--- src/rtl/sci_pkg.sv ---
package sci_pkg;
    // register offsets
    localparam int OFF_RATE = 0;
    localparam int OFF_CTL1 = 1;
    localparam int OFF_CTL2 = 2;
    localparam int OFF_STAT = 3;
    localparam int OFF_DATA = 4;

    // control 1
    localparam int C1_LONG = 4;
    // control 2
    localparam int C2_TXIE = 7;
    localparam int C2_DNIE = 6;
    localparam int C2_RXIE = 5;
    localparam int C2_IDIE = 4;
    localparam int C2_TXEN = 3;
    localparam int C2_RXEN = 2;

    typedef enum logic [0:0] {
        TX_IDLE = 1'b0,
        TX_SEND = 1'b1
    } tx_state_e;

    typedef struct packed {
        logic full;
        logic idle;
        logic ovr;
        logic noise;
        logic frame;
    } rx_flags_t;
endpackage

--- src/rtl/sci_tx_fsm.sv ---
module sci_tx_fsm
    import sci_pkg::*;
#(
    parameter int DW = 8,
    parameter int CW = 4
) (
    input  logic          clk,
    input  logic          rst_n,
    input  logic          tx_en,
    input  logic          wr_data,
    input  logic [DW-1:0] wdata,
    input  logic [CW-1:0] frame_len,
    input  logic          bit_tick,
    output logic          empty_q,
    output logic          done_q,
    output logic          tx_valid,
    output logic [DW-1:0] tx_byte
);
    tx_state_e     state_q, state_d;
    logic [CW-1:0] cnt_q, len_q;
    logic [DW-1:0] hold_q;
    logic          pend_q;
    logic          take, start, finish;

    assign take = wr_data && empty_q;

    always_comb begin
        state_d = state_q;
        start   = 1'b0;
        finish  = 1'b0;
        unique case (state_q)
            TX_IDLE: if (tx_en && (pend_q || take)) begin
                start   = 1'b1;
                state_d = TX_SEND;
            end
            TX_SEND: if (bit_tick && (cnt_q == len_q - CW'(1))) begin
                finish  = 1'b1;
                state_d = TX_IDLE;
            end
        endcase
    end

    always_ff @(posedge clk) begin
        if (!rst_n) state_q <= TX_IDLE;
        else        state_q <= state_d;
    end

    always_ff @(posedge clk) begin
        if (!rst_n) begin
            empty_q  <= 1'b1;
            done_q   <= 1'b1;
            tx_valid <= 1'b0;
            tx_byte  <= '0;
            hold_q   <= '0;
            pend_q   <= 1'b0;
            cnt_q    <= '0;
            len_q    <= '0;
        end else if (start) begin
            empty_q  <= 1'b0;
            done_q   <= 1'b0;
            tx_valid <= 1'b1;
            tx_byte  <= take ? wdata : hold_q;
            pend_q   <= 1'b0;
            cnt_q    <= '0;
            len_q    <= frame_len;
        end else begin
            tx_valid <= 1'b0;
            if (take) begin
                pend_q <= 1'b1;
                hold_q <= wdata;
            end
            if (finish) begin
                empty_q <= 1'b1;
                done_q  <= 1'b1;
            end else if (state_q == TX_SEND && bit_tick) begin
                cnt_q <= cnt_q + CW'(1);
            end
        end
    end

    AST_START_DROPS_FLAGS: assert property (@(posedge clk) disable iff (!rst_n)
        tx_valid |-> (!empty_q && !done_q));
    AST_BUSY_NO_EMIT: assert property (@(posedge clk) disable iff (!rst_n)
        (state_q == TX_SEND && !finish) |=> !tx_valid);
    AST_CNT_IN_FRAME: assert property (@(posedge clk) disable iff (!rst_n)
        (state_q == TX_SEND) |-> (cnt_q < len_q));
    AST_FRAME_END_FLAGS: assert property (@(posedge clk) disable iff (!rst_n)
        finish |=> (empty_q && done_q));
endmodule

--- src/rtl/sci_rx_status.sv ---
module sci_rx_status
    import sci_pkg::*;
#(
    parameter int DW = 8
) (
    input  logic          clk,
    input  logic          rst_n,
    input  logic          rx_en,
    input  logic          rx_valid,
    input  logic [DW-1:0] rx_byte,
    input  logic          stat_rd,
    input  logic          data_rd,
    output rx_flags_t     flags,
    output logic [DW-1:0] rx_data_q
);
    logic      full_q, ovr_q, arrive;
    rx_flags_t snap_q;

    assign arrive = rx_valid && rx_en;

    always_comb begin
        flags       = '0;
        flags.full  = full_q;
        flags.ovr   = ovr_q;
    end

    always_ff @(posedge clk) begin
        if (!rst_n) begin
            full_q    <= 1'b0;
            ovr_q     <= 1'b0;
            snap_q    <= '0;
            rx_data_q <= '0;
        end else if (arrive) begin
            rx_data_q <= rx_byte;
            full_q    <= 1'b1;
            ovr_q     <= ovr_q | full_q;
            snap_q    <= '0;
        end else if (stat_rd) begin
            snap_q <= flags;
        end else if (data_rd) begin
            full_q <= full_q & ~snap_q.full;
            ovr_q  <= ovr_q & ~snap_q.ovr;
        end
    end

    AST_RX_FULL: assert property (@(posedge clk) disable iff (!rst_n)
        arrive |=> full_q);
    AST_RX_OFF_HOLDS: assert property (@(posedge clk) disable iff (!rst_n)
        (rx_valid && !rx_en) |=> $stable(rx_data_q));
    AST_OVR_ON_FULL: assert property (@(posedge clk) disable iff (!rst_n)
        (arrive && full_q) |=> ovr_q);
    AST_CLEAR_NEEDS_READ: assert property (@(posedge clk) disable iff (!rst_n)
        $fell(full_q) |-> $past(data_rd));
endmodule

--- src/rtl/sci_regfile.sv ---
module sci_regfile
    import sci_pkg::*;
#(
    parameter int DW         = 8,
    parameter int AW         = 3,
    parameter int SHORT_LEN  = 10,
    parameter int LONG_LEN   = 11
) (
    input  logic          clk,
    input  logic          rst_n,
    input  logic          bus_sel,
    input  logic          bus_wr,
    input  logic [AW-1:0] bus_addr,
    input  logic [DW-1:0] bus_wdata,
    output logic [DW-1:0] bus_rdata,
    input  logic          bit_tick,
    input  logic          rx_valid,
    input  logic [DW-1:0] rx_byte,
    output logic          tx_valid,
    output logic [DW-1:0] tx_byte,
    output logic          irq
);
    localparam int CW = $clog2(LONG_LEN + 1);

    logic [DW-1:0] rate_q, ctl1_q, ctl2_q, stat_v, rx_data;
    logic [CW-1:0] frame_len;
    logic          wr, rd, empty, done;
    rx_flags_t     fl;

    assign wr = bus_sel && bus_wr;
    assign rd = bus_sel && !bus_wr;

    always_ff @(posedge clk) begin
        if (!rst_n) begin
            rate_q <= '0;
            ctl1_q <= '0;
            ctl2_q <= '0;
        end else if (wr) begin
            if (bus_addr == AW'(OFF_RATE)) rate_q <= bus_wdata;
            if (bus_addr == AW'(OFF_CTL1)) ctl1_q <= bus_wdata;
            if (bus_addr == AW'(OFF_CTL2)) ctl2_q <= bus_wdata;
        end
    end

    assign frame_len = ctl1_q[C1_LONG] ? CW'(LONG_LEN) : CW'(SHORT_LEN);

    sci_tx_fsm #(.DW(DW), .CW(CW)) u_tx (
        .clk       (clk),
        .rst_n     (rst_n),
        .tx_en     (ctl2_q[C2_TXEN]),
        .wr_data   (wr && bus_addr == AW'(OFF_DATA)),
        .wdata     (bus_wdata),
        .frame_len (frame_len),
        .bit_tick  (bit_tick),
        .empty_q   (empty),
        .done_q    (done),
        .tx_valid  (tx_valid),
        .tx_byte   (tx_byte)
    );

    sci_rx_status #(.DW(DW)) u_rx (
        .clk       (clk),
        .rst_n     (rst_n),
        .rx_en     (ctl2_q[C2_RXEN]),
        .rx_valid  (rx_valid),
        .rx_byte   (rx_byte),
        .stat_rd   (rd && bus_addr == AW'(OFF_STAT)),
        .data_rd   (rd && bus_addr == AW'(OFF_DATA)),
        .flags     (fl),
        .rx_data_q (rx_data)
    );

    assign stat_v = {empty, done, fl.full, fl.idle, fl.ovr, fl.noise, fl.frame, 1'b0};

    always_comb begin
        bus_rdata = '0;
        if (rd) begin
            unique case (int'(bus_addr))
                OFF_RATE: bus_rdata = rate_q;
                OFF_CTL1: bus_rdata = ctl1_q;
                OFF_CTL2: bus_rdata = ctl2_q;
                OFF_STAT: bus_rdata = stat_v;
                OFF_DATA: bus_rdata = rx_data;
                default:  bus_rdata = '0;
            endcase
        end
    end

    assign irq = (ctl2_q[C2_TXIE] & empty) | (ctl2_q[C2_DNIE] & done) |
                 (ctl2_q[C2_RXIE] & (fl.full | fl.ovr)) | (ctl2_q[C2_IDIE] & fl.idle);

    AST_IRQ_NEEDS_ENABLE: assert property (@(posedge clk) disable iff (!rst_n)
        irq |-> (ctl2_q[7:4] != 4'b0));
endmodule

--- config.mk ---
export PLATFORM = sky130hd
export DESIGN_NAME = sci_regfile
export DESIGN_NICKNAME = d
export VERILOG_FILES = /design/src/rtl/sci_pkg.sv /design/src/rtl/sci_tx_fsm.sv /design/src/rtl/sci_rx_status.sv /design/src/rtl/sci_regfile.sv
export SDC_FILE = /design/constraint.sdc
export NUM_CORES = 1
export LEC_CHECK = 0
export ABC_AREA = 1
export CAP_MARGIN = 20
export CORE_MARGIN = 2
export CORE_UTILIZATION = 35
export DETAILED_ROUTE_END_ITERATION = 12
export DONT_BUFFER_PORTS = 1
export PLACE_DENSITY_LB_ADDON = 0.12
export SETUP_SLACK_MARGIN = 0.5
export SLEW_MARGIN = 10
export SYNTH_ARGS = -nofsm -noshare
export SYNTH_HDL_FRONTEND = slang
export SYNTH_SLANG_ARGS = --single-unit
--- constraint.sdc ---
create_clock -name clk -period 3 [get_ports clk]
set_input_delay 0.45 -clock clk [delete_from_list [all_inputs] [get_ports clk]]
set_output_delay 0.45 -clock clk [all_outputs]
set_load 0.01 [all_outputs]
==> results of run 1 <==
-- power breakdown --
group | total [uW] | switching (uW) | internal (uW)
clock network | 702 | 320 | 382
registers | 839 | 5.75 | 833
logic | 59.0 | 42.2 | 16.8
total | 1600 | 368 | 1230
-- state kept, by name, summed over array words and instances, names as in the netlist, 2 cells and up --
register,flops
ctl1_q,8
u_tx.len_q,2
u_tx.tx_byte,8
u_rx.rx_data_q,8
u_rx.snap_q,2
u_tx.cnt_q,4
u_tx.hold_q,8
ctl2_q,8
rate_q,8
-- stage by stage --
step                      hold WS, ns  power, uW  cells  worst slack [ns]  utilization, %
after floorplan                 0.419        908    392              1.20               -
after global placement          0.428        916    484              1.06            36.8
after detailed placement        0.434        917    484              1.03            36.8
after CTS                       0.228       1630    500              1.03            39.2
after global routing            0.225       1670    500             0.908            39.2
final                           0.250       1600    500              1.06            39.2
-- worst min-delay path by stage --
stage | to | slack (ns) | cells past startpoint
3_5_place_dp | u_tx.hold_q[3] | 0.43 | 2
2_1_floorplan | u_tx.hold_q[0] | 0.42 | 2
4_1_cts | u_tx.pend_q | 0.23 | 2
6_report | u_tx.pend_q | 0.25 | 2
5_1_grt | u_tx.pend_q | 0.22 | 2
3_3_place_gp | u_tx.hold_q[0] | 0.43 | 2
-- cell usage in the layout (no fill, tap or decap), types with 2 or more instances in the layout --
cell type	n
clkbuf_1	3
nor2_2	2
nor2_1	62
ha_1	3
clkbuf_8	9
inv_1	22
and3_1	2
nand2_1	115
nand3_1	37
clkinv_2	3
a21oi_1	27
o21ai_0	31
nand2_2	2
inv_2	2
xnor2_1	2
a211oi_1	2
dfxtp_1	62
-- cell type report --
| cell class | instances | area [um^2] |
|---|---|---|
| clock buffer | 12 | 135 |
| timing repair buffer | 1 | 7.51 |
| tap | 102 | 128 |
| fill | 854 | 4670 |
| clock inverter | 4 | 47.5 |
| multi-input combinational | 294 | 1360 |
| sequential | 62 | 1240 |
| inverter | 25 | 95.1 |
-- metal layers --
layer  GRT usage (%)  vias to the layer above  part of all wire [%]
met5               0                        -                     0
met4            4.66                        0                  0.80
met3            6.67                        4                   4.7
met2            27.3                       47                    47
met1            22.0                     1123                    48
li1                -                     1269                     -
-- logic make-up (layout without fill, tap and decap cells) --
| logic type | count (synthesis) | count (layout) | share of synthesized area, % |
|---|---|---|---|
| simple gates | 226 | 226 | 35.6 |
| compound gates | 62 | 62 | 11.6 |
| flops | 62 | 62 | 45.1 |
| buf+inv | 36 | 42 | 5.37 |
| fa+ha+maj | 3 | 3 | 1.37 |
| xor+xnor | 3 | 3 | 0.956 |
==> flow_summary.json, run 1 <==
{
  "root_buffer": "clkbuf_8",
  "status": "finished clean",
  "dp_hpwl_mm": 4.80,
  "netlist_top_cells_count": "nand2_1 (115), dfxtp_1 (62), nor2_1 (62)",
  "synth_edf_count": 0,
  "post-synth-top-count-cell": "nand2_1",
  "synth-async-reset-ratio_pct": 0,
  "timing.critical_path.buf_inv": 1,
  "diodes": 0,
  "boundaryPins": 43,
  "drv_cap": 0,
  "place.port_buffers": 0,
  "rows": 32,
  "cts_max_path_buffers": 2,
  "htreeDepth": 3,
  "leakage_uw": 0.00125,
  "slowest_delay_ns": 0.32,
  "grt_overflow_total": 0,
  "numCtsBuffers": 9,
  "ys_seq_elements": 62,
  "grt_usage_pct": 17.3,
  "ff2ff_path_depth": 9,
  "rsz0062_at_grt": "false",
  "synth_top_cell_area_share_pct": 45.1,
  "fin_tns_setup_ns": 0,
  "worstPathCellList": "inv_1 > nand2_1 > nor2_2 > nand2_1 > and3_1 > a21oi_1",
  "start_kind": "primary input",
  "core-area_um2": 7690,
  "ir_worst_vdd_mv": 0.250,
  "r2r_slack_ns": 1.33,
  "cp_top_family": "simple AND/OR/NAND/NOR gates",
  "synth_ff_type": "dfxtp_1",
  "antenna_found_initial": 0,
  "wirelength_mm": 6.99,
  "die_h_um": 92.6,
  "cp.depth": 6,
  "synth.avg_cell_area_um2": 7.02,
  "synth.largest_area_cell": "dfxtp_1",
  "drc_errors": 0,
  "grt_pass1_vias": 2356,
  "min_period_ns": 1.94,
  "worstSetupPathType": "primary input to output pin",
  "r2r-start": "u_tx.len_q[0]",
  "vias_per_cell": 4.89,
  "cp_max_fo": 8,
  "cts_tree": "yes",
  "design_area_um2": 3020,
  "place_area_um2": 2830,
  "post-route-period-util_pct": 64.5,
  "slew_headroom_pct": 63.0,
  "drtIter0Drc": 101,
  "cts.sinks": 62,
  "vias": 2443,
  "finalSetupViolCount": 0,
  "finClkSkew_ns": 0.00731,
  "final-max-slew-violation-count": 0,
  "fmax_mhz": 517,
  "dieArea_um2": 8580,
  "hp-class": "primary input to register",
  "cp_common_cell": "nand2_1",
  "ctsResizeCount": 0,
  "endpoint_kind": "output pin",
  "ys_types": 28,
  "wl_per_cell_um": 14.0,
  "dr.pass1.iters": 4,
  "crit_path_end": "bus_rdata[7]",
  "hold_buffers": 0,
  "syn_inst": 392,
  "final-hold-violation-count": 0,
  "hold_start": "rst_n",
  "yosysWarnings": 0,
  "nets": 421,
  "netlist_top_cells_area": "dfxtp_1 (45%), nand2_1 (16%), nor2_1 (8.5%), nand3_1 (6.7%), o21ai_0 (5.6%)",
  "grt_pass1_wl_mm": 11.6,
  "required_ns": 2.55,
  "start_util_pct": 35.8,
  "power.density_nw_per_um2": 531,
  "startpoint": "bus_addr[1]",
  "area_growth_pct": 9.65,
  "cp_slowest_cell": "nor2_2",
  "insertion_delay_ns": 0.34,
  "die_width_um": 92.6,
  "postRouteAntennaNets": 0,
  "grt_max_degree": 48,
  "place.gp.congestion": 0.770,
  "drive_gt1_share_pct": 6.53,
  "r2r_end": "u_tx.cnt_q[0]",
  "synth_area_um2": 2750,
  "tightest_slew_ns": 0.555,
  "ys_seq_area_share_pct": 45.1,
  "syn_nets": 420,
  "arrival_ns": 1.49,
  "cts_setup_buffers": 0,
  "clkTransAtPathRegs_ns": 0.07
}
Note: power is estimated with default switching activity, not from simulation.
==> run 2: changes to the inputs <==
- clock period: 3 -> 2 ns (I/O delays scaled with it)
==> flow_summary.json, run 2 (synthesized netlist as in run 1, its figures left out) <==
{
  "status": "finished clean",
  "fillers": 833,
  "required_ns": 1.70,
  "final_common_cell": "nand2_1",
  "die_width_um": 92.6,
  "postRouteAntennaNets": 0,
  "start_util_pct": 35.8,
  "cp_max_fo": 2,
  "clkTransAtPathRegs_ns": 0.07,
  "insertion_delay_ns": 0.33,
  "cts_tree": "yes",
  "wirelength_mm": 7.39,
  "cp_slowest_cell": "dfxtp_4",
  "fin_tns_setup_ns": 0,
  "place.port_buffers": 0,
  "die_h_um": 92.6,
  "final_cell_mix": "nand2_1 (107), nor2_1 (54), dfxtp_1 (54)",
  "ir_worst_vdd_mv": 0.302,
  "numCtsBuffers": 9,
  "drive_gt1_share_pct": 22.8,
  "leakage_uw": 0.00137,
  "cts_max_path_buffers": 2,
  "timing.critical_path.buf_inv": 2,
  "place_area_um2": 2880,
  "antenna_found_initial": 0,
  "start_kind": "register",
  "grt_pass1_vias": 2486,
  "grt_pass1_wl_mm": 12.0,
  "cts.sinks": 62,
  "drc_errors": 0,
  "slew_headroom_pct": 60.3,
  "final-max-slew-violation-count": 0,
  "cp_common_cell": "a21oi_2",
  "p_total_uw": 2590,
  "finalSetupViolCount": 0,
  "nets": 436,
  "core-area_um2": 7690,
  "design_area_um2": 3390,
  "fmax_mhz": 672,
  "diodes": 0,
  "grt_overflow_total": 0,
  "vias": 2565,
  "vias_per_cell": 4.98,
  "root_buffer": "clkbuf_8",
  "tightest_slew_ns": 0.595,
  "finClkSkew_ns": 0.00376,
  "htreeDepth": 3,
  "endpoint_kind": "output pin",
  "final-hold-violation-count": 0,
  "arrival_ns": 1.19,
  "cp_top_family": "flip-flops",
  "slowest_delay_ns": 0.36,
  "post-route-period-util_pct": 74.4,
  "grt_usage_pct": 17.8,
  "rows": 32,
  "setup_ws_ns": 0.512,
  "dp_hpwl_mm": 4.88,
  "worstSetupPathType": "register to output pin",
  "drv_cap": 0,
  "min_period_ns": 1.49,
  "power.density_nw_per_um2": 763,
  "drtIter0Drc": 96,
  "dr.pass1.iters": 4,
  "grt_max_degree": 48,
  "hp-class": "primary input to register",
  "dp_slack_ns": 0.322,
  "wl_per_cell_um": 14.3,
  "place.gp.congestion": 0.784,
  "boundaryPins": 43,
  "worstPathCellList": "inv_2 > nor2_4 > a21oi_2 > a21oi_2 > buf_4",
  "dieArea_um2": 8580,
  "area_growth_pct": 23.4,
  "rsz0062_at_grt": "true"
}
run 2: cell type report:
type                            instances  area, um^2  area share, %
Clock buffer                           13         149           4.39
Clock inverter                          3        67.6           1.99
Inverter                               25         111           3.28
Multi-Input combinational cell        294        1550           45.6
Sequential cell                        62        1260           37.0
Tap cell                              102         128           3.76
Timing Repair Buffer                   16         135           3.98
run 2: power by group:
group / switching, uW / internal [uW]
registers: 8.84 / 1250
logic: 75.5 / 39.6
clock network: 478 / 738
run 2: per-layer routing:
layer  vias to the layer above  GRT usage (%)  wire (um)
li1                       1299              -          -
met1                      1226           22.9       3420
met5                         -              0          0
met4                         0           7.48        102
met2                        32           28.3       3570
met3                         8           4.48        297
run 2: through the flow:
stage               cells  util [%]  hold slack [ns]
finish                515      44.1            0.103
global route          515      44.1           0.0804
CTS                   511      41.4           0.0829
detailed placement    490      37.4            0.434
global placement      490      37.4            0.427
floorplan             392         -            0.419
run 2: path summary, 6_finish.rpt:
check	slack, ns	from	end	depth (start not counted)
min	0.10	bus_wdata[2]	ctl1_q[2]	2
max	0.51	u_tx.empty_q	bus_rdata[7]	5
min reg2reg	0.45	u_tx.hold_q[6]	u_tx.hold_q[6]	2
max reg2reg	0.56	u_tx.len_q[0]	u_tx.cnt_q[3]	9
run 2: repair_timing:
item                       4_1_cts  5_1_grt
pin swaps                       10       20
hold endpoints to repair         0        0
gates resized for setup         20       52
buffers inserted                 5        4
setup endpoints to repair       14       15
gates cloned                     0        0
hold buffers                     0        0
==> run 3: changes to the inputs <==
- ABC_AREA: 1 -> 0
- clock period: 2 -> 1.3 ns (I/O delays scaled with it)
==> flow_summary.json, run 3 <==
{
  "status": "finished with violations",
  "failed_checks": "negative hold slack, negative setup slack",
  "combPwrFrac_pct": 5.9,
  "dr.pass1.iters": 4,
  "insertion_delay_ns": 0.34,
  "p_sw_uw": 839,
  "vias_per_cell": 4.99,
  "numCtsBuffers": 9,
  "fin_tns_setup_ns": -6.22,
  "leakage_uw": 0.00138,
  "nets": 381,
  "place.port_buffers": 0,
  "netlist_top_cells_area": "dfxtp_1 (42%), mux2i_1 (16%), nor2b_1 (8.4%), nand2_1 (3.2%), o21ai_0 (2.7%)",
  "area_growth_pct": 39.8,
  "r2r_slack_ns": -0.36,
  "fmax_mhz": 603,
  "htreeDepth": 3,
  "place_area_um2": 3400,
  "ys_types": 40,
  "post-synth-top-count-cell": "dfxtp_1",
  "final_common_cell": "mux2i_1",
  "endpoint_kind": "register",
  "post-route-period-util_pct": 128,
  "place.gp.congestion": 0.754,
  "root_buffer": "clkbuf_8",
  "p_total_uw": 3810,
  "p_int_uw": 2970,
  "core-area_um2": 8220,
  "wirelength_mm": 7.40,
  "hold_buffers": 8,
  "cts.sinks": 62,
  "drive_gt1_share_pct": 43.4,
  "final_cell_mix": "mux2i_1 (46), dfxtp_1 (37), nor2b_1 (36)",
  "cp_max_fo": 4,
  "dp_hpwl_mm": 4.78,
  "rows": 33,
  "die_width_um": 96.0,
  "synth_ff_type": "dfxtp_1",
  "tightest_slew_ns": 0.318,
  "clockPowerShare_pct": 43.7,
  "syn_inst": 306,
  "start_kind": "register",
  "start_util_pct": 36.0,
  "grt_pass1_vias": 2325,
  "synth_top_cell_area_share_pct": 41.9,
  "drv_cap": 0,
  "diodes": 0,
  "hp-class": "primary input to register",
  "power.density_nw_per_um2": 920,
  "grt_pass1_wl_mm": 11.8,
  "synth-async-reset-ratio_pct": 0,
  "yosysWarnings": 0,
  "synth.avg_cell_area_um2": 9.68,
  "slew_headroom_pct": 78.7,
  "antenna_found_initial": 0,
  "grt_max_degree": 58,
  "synth_area_um2": 2960,
  "ys_seq_area_share_pct": 41.9,
  "design_area_um2": 4140,
  "r2r_end": "u_tx.cnt_q[3]",
  "finClkSkew_ns": 0.00703,
  "rsz0062_at_grt": "true",
  "drtIter0Drc": 59,
  "worstSetupPathType": "register to register",
  "die_h_um": 96.0,
  "synth_edf_count": 0,
  "crit_path_end": "u_tx.cnt_q[3]",
  "utilization_pct": 50.4,
  "final-hold-violation-count": 6,
  "clkTransAtPathRegs_ns": 0.07,
  "ff2ff_path_depth": 6,
  "ir_worst_vdd_mv": 0.539,
  "p_sw_share_pct": 22.0,
  "syn_nets": 334,
  "drc_errors": 0,
  "min_period_ns": 1.66,
  "power_frac_seq_pct": 50.4,
  "grt_usage_pct": 17.2,
  "required_ns": 1.53,
  "grt_overflow_total": 0,
  "r2r-start": "u_tx.len_q[0]",
  "netlist_top_cells_count": "dfxtp_1 (62), mux2i_1 (48), nor2b_1 (40)",
  "final-max-slew-violation-count": 0,
  "finalSetupViolCount": 34,
  "startpoint": "u_tx.len_q[0]",
  "vias": 2305,
  "dieArea_um2": 9210,
  "ys_seq_elements": 62,
  "holdWs_ns": -0.0684,
  "synth.largest_area_cell": "dfxtp_1",
  "boundaryPins": 43,
  "postRouteAntennaNets": 0,
  "cts_tree": "yes",
  "setup_ws_ns": -0.358,
  "arrival_ns": 1.88,
  "wl_per_cell_um": 16.0,
  "cts_max_path_buffers": 2
}
-- run 3: changes by cell type in the layout (fill, tap and decap cells not counted), moves of 13 or more --
cell	change
nand2_1	-98
mux2i_1	+46
dfxtp_1	-17
dfxtp_2	+17
nand3_1	-25
nor2_1	-46
nor2b_1	+36
inv_1	-13
o21ai_0	-21
-- run 3: layout make-up --
cell class / instances / area, um^2
repair buffers: 53 / 561
inverters: 3 / 11.3
well taps: 105 / 131
flip-flops and latches: 62 / 1280
multi-input cells: 224 / 1970
clock inverters: 4 / 47.5
fillers: 788 / 4080
clock buffers: 11 / 141
-- run 3: cells by family after synthesis --
logic type | count (synthesis) | synth area share (%)
flops | 62 | 41.9
mux | 53 | 18.6
fa+ha+maj | 3 | 1.27
compound gates | 56 | 12.3
buf+inv | 21 | 3.42
simple gates | 106 | 21.0
xor+xnor | 5 | 1.48
-- run 3: routing by layer --
layer	up-vias	part of all wire [%]	global-route usage (%)
met2	32	49	27.5
met5	-	0	0
met3	11	4.0	4.78
met1	1090	46	21.9
met4	0	1.6	6.79
li1	1172	-	-
-- run 3: power groups by stage --
| stage | logic (uW) | registers [uW] | clock network [uW] |
|---|---|---|---|
| 2_1_floorplan | 208 | 1960 | 0 |
| 3_3_place_gp | 175 | 1970 | 0 |
| 3_5_place_dp | 176 | 1970 | 0 |
| 4_1_cts | 209 | 1920 | 1720 |
| 5_1_grt | 239 | 1920 | 1800 |
| 6_report | 224 | 1920 | 1660 |
-- run 3: worst min-delay path by stage --
stage	end	cells after the start	slack, ns	start
CTS	u_tx.empty_q	1	-0.08	rst_n
detailed placement	u_tx.empty_q	1	0.28	rst_n
floorplan	u_rx.rx_data_q[0]	2	0.34	rx_byte[0]
global placement	u_tx.empty_q	1	0.28	rst_n
global route	u_tx.empty_q	1	-0.09	rst_n
finish	u_tx.empty_q	1	-0.07	rst_n
-- run 3: repair_timing --
item / in CTS / in global routing
gates resized for setup: 58 / 37
pin swaps: 22 / 21
gates cloned: 1 / 2
setup endpoints to repair: 71 / 63
buffers inserted: 10 / 3
hold endpoints to repair: 54 / 33
-- run 3: through the flow --
stage,setup slack [ns],std cells
2_1_floorplan,-0.328,306
4_1_cts,-0.364,457
5_1_grt,-0.406,462
3_3_place_gp,-0.294,423
6_report,-0.358,462
3_5_place_dp,-0.327,423
-- run 3: critical path: stages (launching register included) --
cell and delay, ns:
dfxtp_4 0.38, inv_2 0.05, ha_4 0.21, xnor2_2 0.14, o41a_1 0.36, nand4_1 0.11
mux2_4 0.30
